$ cat src/rtl/ld_pkg.sv
package ld_pkg;

  typedef enum logic [1:0] {
    ERR_SMALL = 2'd0,
    ERR_MID   = 2'd1,
    ERR_LARGE = 2'd2
  } err_cls_e;

  typedef enum logic [1:0] {
    PH_IDLE     = 2'd0,
    PH_WAIT_FB  = 2'd1,
    PH_WAIT_REF = 2'd2
  } ph_state_e;

  function automatic int unsigned ceil_div(input int unsigned num, input int unsigned den);
    return (num + den - 1) / den;
  endfunction

endpackage

$ cat src/rtl/ld_edge_det.sv
module ld_edge_det #(
  parameter int unsigned N = 2
) (
  input  logic         clk_i,
  input  logic         rst_ni,
  input  logic [N-1:0] sig_i,
  output logic [N-1:0] rise_o
);

  logic [N-1:0] prev_q;

  for (genvar g = 0; g < N; g++) begin : g_ch
    always_ff @(posedge clk_i or negedge rst_ni) begin
      if (!rst_ni) prev_q[g] <= 1'b0;
      else         prev_q[g] <= sig_i[g];
    end

    assign rise_o[g] = sig_i[g] & ~prev_q[g];

    AST_RISE_SINGLE: assert property (@(posedge clk_i) disable iff (!rst_ni)
      rise_o[g] |=> !rise_o[g]);
  end

endmodule

$ cat src/rtl/ld_phase_timer.sv
module ld_phase_timer
  import ld_pkg::*;
#(
  parameter int unsigned SET_LIM = 3,
  parameter int unsigned CLR_LIM = 5,
  localparam int unsigned CNT_SAT = CLR_LIM + 1,
  localparam int unsigned CNT_W   = $clog2(CNT_SAT + 1)
) (
  input  logic     clk_i,
  input  logic     rst_ni,
  input  logic     clr_i,
  input  logic     ref_rise_i,
  input  logic     fb_rise_i,
  output logic     meas_vld_o,
  output err_cls_e meas_cls_o
);

  ph_state_e        st_q, st_d;
  logic [CNT_W-1:0] cnt_q, cnt_d, cnt_inc;
  logic             done;
  err_cls_e         cls;

  function automatic err_cls_e grade(input logic [CNT_W-1:0] k);
    if (32'(k) < SET_LIM)      return ERR_SMALL;
    else if (32'(k) > CLR_LIM) return ERR_LARGE;
    else                       return ERR_MID;
  endfunction

  assign cnt_inc = (cnt_q == CNT_W'(CNT_SAT)) ? cnt_q : cnt_q + CNT_W'(1);

  always_comb begin
    st_d  = st_q;
    cnt_d = cnt_q;
    done  = 1'b0;
    cls   = ERR_LARGE;
    unique case (st_q)
      PH_IDLE: begin
        if (ref_rise_i && fb_rise_i) begin
          done = 1'b1;
          cls  = grade('0);
        end else if (ref_rise_i) begin
          st_d  = PH_WAIT_FB;
          cnt_d = CNT_W'(1);
        end else if (fb_rise_i) begin
          st_d  = PH_WAIT_REF;
          cnt_d = CNT_W'(1);
        end
      end
      PH_WAIT_FB: begin
        if (fb_rise_i) begin
          done  = 1'b1;
          cls   = grade(cnt_q);
          st_d  = ref_rise_i ? PH_WAIT_FB : PH_IDLE;
          cnt_d = CNT_W'(1);
        end else if (ref_rise_i) begin
          // partner missed a whole period
          done  = 1'b1;
          cls   = ERR_LARGE;
          cnt_d = CNT_W'(1);
        end else begin
          cnt_d = cnt_inc;
        end
      end
      PH_WAIT_REF: begin
        if (ref_rise_i) begin
          done  = 1'b1;
          cls   = grade(cnt_q);
          st_d  = fb_rise_i ? PH_WAIT_REF : PH_IDLE;
          cnt_d = CNT_W'(1);
        end else if (fb_rise_i) begin
          done  = 1'b1;
          cls   = ERR_LARGE;
          cnt_d = CNT_W'(1);
        end else begin
          cnt_d = cnt_inc;
        end
      end
      default: st_d = PH_IDLE;
    endcase
  end

  always_ff @(posedge clk_i or negedge rst_ni) begin
    if (!rst_ni) begin
      st_q       <= PH_IDLE;
      cnt_q      <= '0;
      meas_vld_o <= 1'b0;
      meas_cls_o <= ERR_SMALL;
    end else if (clr_i) begin
      st_q       <= PH_IDLE;
      cnt_q      <= '0;
      meas_vld_o <= 1'b0;
      meas_cls_o <= ERR_SMALL;
    end else begin
      st_q       <= st_d;
      cnt_q      <= cnt_d;
      meas_vld_o <= done;
      meas_cls_o <= cls;
    end
  end

  AST_CNT_RANGE: assert property (@(posedge clk_i) disable iff (!rst_ni)
    (st_q != PH_IDLE) |-> (cnt_q != '0 && cnt_q <= CNT_W'(CNT_SAT)));

  AST_REPEAT_LARGE: assert property (@(posedge clk_i) disable iff (!rst_ni)
    (!clr_i && st_q == PH_WAIT_FB && ref_rise_i && !fb_rise_i)
      |=> (meas_vld_o && meas_cls_o == ERR_LARGE));

  AST_VLD_NEEDS_EDGE: assert property (@(posedge clk_i) disable iff (!rst_ni)
    meas_vld_o |-> $past(ref_rise_i || fb_rise_i));

endmodule

$ cat src/rtl/ld_run_qual.sv
module ld_run_qual
  import ld_pkg::*;
#(
  parameter int unsigned SHORT_RUN = 3,
  parameter int unsigned LONG_RUN  = 5,
  localparam int unsigned RUN_W    = $clog2(LONG_RUN + 1)
) (
  input  logic     clk_i,
  input  logic     rst_ni,
  input  logic     clr_i,
  input  logic     long_sel_i,
  input  logic     meas_vld_i,
  input  err_cls_e meas_cls_i,
  output logic     lock_o
);

  logic [RUN_W-1:0] run_q, run_nx, need;
  logic             lock_q;

  assign need   = long_sel_i ? RUN_W'(LONG_RUN) : RUN_W'(SHORT_RUN);
  assign run_nx = run_q + RUN_W'(1);
  assign lock_o = lock_q;

  always_ff @(posedge clk_i or negedge rst_ni) begin
    if (!rst_ni) begin
      lock_q <= 1'b0;
      run_q  <= '0;
    end else if (clr_i) begin
      lock_q <= 1'b0;
      run_q  <= '0;
    end else if (meas_vld_i) begin
      unique case (meas_cls_i)
        ERR_SMALL: begin
          if (!lock_q) begin
            if (run_nx >= need) begin
              lock_q <= 1'b1;
              run_q  <= '0;
            end else begin
              run_q  <= run_nx;
            end
          end
        end
        ERR_MID: begin
          if (!lock_q) run_q <= '0;
        end
        default: begin
          lock_q <= 1'b0;
          run_q  <= '0;
        end
      endcase
    end
  end

  AST_PD_CLEARS: assert property (@(posedge clk_i) disable iff (!rst_ni)
    clr_i |=> (!lock_q && run_q == '0));

  AST_RISE_ON_SMALL: assert property (@(posedge clk_i) disable iff (!rst_ni)
    $rose(lock_q) |-> $past(meas_vld_i && meas_cls_i == ERR_SMALL));

  AST_RUN_BOUND: assert property (@(posedge clk_i) disable iff (!rst_ni)
    run_q < RUN_W'(LONG_RUN));

  AST_LOCK_HOLD: assert property (@(posedge clk_i) disable iff (!rst_ni)
    (lock_q && !clr_i && !(meas_vld_i && meas_cls_i == ERR_LARGE)) |=> lock_q);

  AST_LARGE_CLEARS: assert property (@(posedge clk_i) disable iff (!rst_ni)
    (meas_vld_i && meas_cls_i == ERR_LARGE) |=> !lock_q);

  AST_MID_RESTART: assert property (@(posedge clk_i) disable iff (!rst_ni)
    (!clr_i && !lock_q && meas_vld_i && meas_cls_i == ERR_MID) |=> (run_q == '0));

endmodule

$ cat src/rtl/pd_lock_detect.sv
module pd_lock_detect
  import ld_pkg::*;
#(
  parameter int unsigned SAMPLE_PS  = 5000,
  parameter int unsigned SET_WIN_PS = 15000,
  parameter int unsigned CLR_WIN_PS = 25000,
  parameter int unsigned SHORT_RUN  = 3,
  parameter int unsigned LONG_RUN   = 5
) (
  input  logic clk_i,
  input  logic rst_ni,
  input  logic pwr_dn_i,
  input  logic ref_pulse_i,
  input  logic fb_pulse_i,
  input  logic long_qual_i,
  output logic lock_o
);

  // small: k < SET_LIM ; large: k > CLR_LIM (k in sample periods)
  localparam int unsigned SET_LIM = ceil_div(SET_WIN_PS, SAMPLE_PS);
  localparam int unsigned CLR_LIM = CLR_WIN_PS / SAMPLE_PS;

  logic [1:0] rise;
  logic       meas_vld;
  err_cls_e   meas_cls;

  ld_edge_det #(.N(2)) u_edge (
    .clk_i  (clk_i),
    .rst_ni (rst_ni),
    .sig_i  ({fb_pulse_i, ref_pulse_i}),
    .rise_o (rise)
  );

  ld_phase_timer #(
    .SET_LIM (SET_LIM),
    .CLR_LIM (CLR_LIM)
  ) u_timer (
    .clk_i      (clk_i),
    .rst_ni     (rst_ni),
    .clr_i      (pwr_dn_i),
    .ref_rise_i (rise[0]),
    .fb_rise_i  (rise[1]),
    .meas_vld_o (meas_vld),
    .meas_cls_o (meas_cls)
  );

  ld_run_qual #(
    .SHORT_RUN (SHORT_RUN),
    .LONG_RUN  (LONG_RUN)
  ) u_qual (
    .clk_i      (clk_i),
    .rst_ni     (rst_ni),
    .clr_i      (pwr_dn_i),
    .long_sel_i (long_qual_i),
    .meas_vld_i (meas_vld),
    .meas_cls_i (meas_cls),
    .lock_o     (lock_o)
  );

endmodule

$ cat config.mk
export PLATFORM = sky130hd
export DESIGN_NAME = pd_lock_detect
export DESIGN_NICKNAME = d
export VERILOG_FILES = /design/src/rtl/ld_pkg.sv /design/src/rtl/ld_edge_det.sv /design/src/rtl/ld_phase_timer.sv /design/src/rtl/ld_run_qual.sv /design/src/rtl/pd_lock_detect.sv
export SDC_FILE = /design/constraint.sdc
export NUM_CORES = 1
export LEC_CHECK = 0
export ABC_AREA = 1
export CAP_MARGIN = 20
export CORE_MARGIN = 5
export CORE_UTILIZATION = 56
export DETAILED_ROUTE_END_ITERATION = 8
export PLACE_DENSITY = 0.77
export SLEW_MARGIN = 20
export SYNTH_ARGS = -nofsm -noshare
export SYNTH_HDL_FRONTEND = slang
export SYNTH_SLANG_ARGS = --single-unit
export TNS_END_PERCENT = 50
$ cat constraint.sdc
create_clock -name clk_i -period 2.3 [get_ports clk_i]
set_input_delay 0.575 -clock clk_i [delete_from_list [all_inputs] [get_ports clk_i]]
set_output_delay 0.575 -clock clk_i [all_outputs]
set_load 0.1 [all_outputs]
==> results.py <==
metrics = {
    "status": {
        "outcome": "completed",
    },
    "grt": {
        "grt_pass1_wl_mm": 3.33,
        "grt.overflow.total": 0,
        "grt_start_max_net_pins": 15,
        "track_usage_pct": 16.5,
        "antenna_found_initial": 0,
        "grt_pass1_vias": 842,
    },
    "route": {
        "drt-total-wl_mm": 1.84,
        "vias": 888,
        "ant_nets": 0,
        "avgViaCountPerCell": 5.13,
        "first_pass_iters": 4,
        "drt-initial-drc-count": 22,
        "drc": 0,
        "wl_per_cell_um": 10.6,
    },
    "logic_synthesis": {
        "yosys.area_share.simple_pct": 29.6,
        "synthMuxAreaShare_pct": 0,
        "synth_cell_types": 22,
        "synth_warnings": 0,
        "ys_seq_area_share_pct": 35.4,
        "synth-adder-area-share_pct": 12.7,
        "syn-num-nets": 154,
        "postSynthCellCount": 138,
        "synth_compound_area_share_pct": 11.1,
        "syn_area_um2": 988,
        "synth_xor_area_share_pct": 0.886,
        "ys_seq_elements": 14,
        "synth_top_family_by_area": "simple AND/OR/NAND/NOR gates",
        "synth.avg_cell_area_um2": 7.16,
    },
    "critical_path": {
        "crit_path_max_fanout": 4,
        "r2r_start": "u_qual.run_q[0]$_DFFE_PN0P_",
        "r2r_end": "u_qual.lock_o$_DFFE_PN0P_",
        "arrival_ns": 1.90,
        "r2r_setup_slack_ns": 0.59,
        "start_kind": "register",
        "crit_required_ns": 2.49,
        "worstSetupEndpointType": "register",
        "worstSetupPathType": "reg -> reg",
        "worstRegToRegCells": 8,
    },
    "hold_path": {
        "hp-start": "u_qual.run_q[1]$_DFFE_PN0P_",
        "min_path_cells": 2,
        "hp-class": "reg -> reg",
        "worstHoldEndpoint": "u_qual.run_q[1]$_DFFE_PN0P_",
    },
    "final_layout": {
        "final_nets": 165,
        "area_growth_syn_to_layout_pct": 12.7,
        "register_area_um2": 350,
        "final_cell_mix": "nand2_1 (35), inv_1 (22), dfrtp_1 (14), nor2_1 (11), nand3_1 (11)",
        "mostFrequentLayoutCell": "nand2_1",
        "layout-drive-gt1-share_pct": 11.5,
        "multi_input_area_um2": 537,
        "fill_cells": 149,
        "num_antenna_cells": 0,
    },
    "clock_network": {
        "cts_sinks": 14,
        "path_clk_slew_ns": 0.09,
        "clockBufferDepth": 2,
        "cts_tree": "yes",
        "clk_latency_ns": 0.28,
        "root_buffer": "clkbuf_4",
        "post_cts_resize_count": 0,
        "cts_hold_buf": 0,
        "postCtsSetupBuffers": 0,
        "htree_levels": 1,
        "cts-buffers-inserted": 3,
    },
    "sta": {
        "skew_ns": 0.000414,
        "hold_slack_ns": 0.555,
        "fin_crit_sh_pct": 74.1,
        "layout_min_cycle_time_ns": 1.71,
        "setup_ws_ns": 0.595,
        "worst_slew_pin_slew_ns": 0.648,
        "slew-limit-headroom_pct": 56.7,
        "finalSetupViolations": 0,
        "hold_viol": 0,
        "slew_viol_final": 0,
        "tns_ns": 0,
        "fmax_mhz": 586,
        "rsz0062_at_grt": "false",
    },
    "floorplanning": {
        "rows": 15,
        "die-area_um2": 2710,
        "start_util_pct": 57.9,
        "num_io_pins": 7,
        "die_w_um": 52.0,
        "die_h_um": 52.0,
        "coreArea_um2": 1710,
    },
    "placed_design": {
        "place_congestion": 0.826,
        "post-place-ws_ns": 0.345,
        "portBuffers": 6,
        "dp_hpwl_mm": 1.44,
    },
    "flow_run": {
        "drv_cap": 0,
    },
    "pwr": {
        "power_mw": 0.923,
        "p_per_area_nw_per_um2": 829,
        "total_leakage_power_nw": 0.577,
        "ir_worst_vdd_mv": 0.587,
    },
}
-- synth_stat cells --
cell | count | area share [%]
a21boi_0 | 1 | 0.76
a21oi_1 | 5 | 2.5
clkinv_1 | 1 | 0.38
dfrtp_1 | 14 | 35
ha_1 | 10 | 13
inv_1 | 22 | 8.4
inv_2 | 4 | 1.5
nand2_1 | 35 | 13
nand2_2 | 3 | 1.9
nand3_1 | 11 | 5.6
nand3_2 | 1 | 1.0
nor2_1 | 11 | 4.2
nor2_2 | 2 | 1.3
nor3_2 | 1 | 1.0
nor3b_1 | 1 | 0.76
o211ai_1 | 1 | 0.76
o21ai_0 | 7 | 3.5
o21ai_1 | 4 | 2.0
o21ai_2 | 1 | 0.89
o22ai_1 | 1 | 0.63
or2_1 | 1 | 0.63
xnor2_1 | 1 | 0.89
-- metrics by stage --
stage / instances / instance area (µm²) / util (%)
finish: 173 / 1110 / 65.2
global route: 173 / 1110 / 65.2
CTS: 173 / 1110 / 65.2
detailed placement: 169 / 1080 / 63.1
global placement: 169 / 1080 / 63.1
floorplan: 138 / 988 / -
-- flip-flops by register name, summed over array words and instances, names as in the netlist --
name and count:
u_qual.run_q 3, u_timer.st_q 2, u_timer.cnt_q 3, u_qual.lock_o 1, u_timer.meas_cls_o 2, u_edge.prev_q 2
u_timer.meas_vld_o 1
-- critical path, stage by stage (launching register included) --
cell and delay (ns):
dfrtp_1 0.41, ha_1 0.21, xnor2_1 0.20, inv_1 0.07
ha_1 0.26, a21oi_1 0.27, nand2_1 0.09, nand2_1 0.07
inv_1 0.03
-- where the power goes --
part	internal, mW	switching (mW)
registers	0.290	0.0433
clock network	0.0963	0.0893
logic	0.149	0.255
-- per-layer routing --
| metal | vias to the layer above | global-route usage (%) | share of wire [%] |
|---|---|---|---|
| met5 | - | 0 | 0 |
| met4 | 0 | 10.0 | 2.8 |
| met3 | 6 | 1.72 | 3.6 |
| met2 | 26 | 24.7 | 44 |
| met1 | 403 | 22.5 | 50 |
| li1 | 453 | - | - |
-- worst max-delay path by stage --
stage | start | endpoint | slack [ns] | cells after the start
after floorplan | u_qual.run_q[0]$_DFFE_PN0P_ | u_qual.lock_o$_DFFE_PN0P_ | 0.73 | 8
after global placement | long_qual_i | u_qual.lock_o$_DFFE_PN0P_ | 0.37 | 7
after detailed placement | long_qual_i | u_qual.lock_o$_DFFE_PN0P_ | 0.34 | 8
after CTS | u_qual.run_q[0]$_DFFE_PN0P_ | u_qual.lock_o$_DFFE_PN0P_ | 0.60 | 8
after global routing | u_qual.run_q[0]$_DFFE_PN0P_ | u_qual.run_q[0]$_DFFE_PN0P_ | 0.44 | 7
final | u_qual.run_q[0]$_DFFE_PN0P_ | u_qual.lock_o$_DFFE_PN0P_ | 0.59 | 8
-- cell families (layout without fill, tap and decap cells) --
logic type	Yosys count	in the layout
AOI/OAI and AO/OA	20	20
adders and majority gates	10	10
DFF	14	14
buffers and inverters	27	37
and+or+nand+nor	66	66
xor gates and xnor gates	1	1
-- final cells by class --
cell class                      count  area share, %
Clock buffer                        4           3.26
Inverter                           27           9.10
Multi-Input combinational cell     97           48.2
Sequential cell                    14           31.5
Tap cell                           25           2.81
Timing Repair Buffer                6           5.17
No activity file was read; power rests on OpenSTA's default activity.
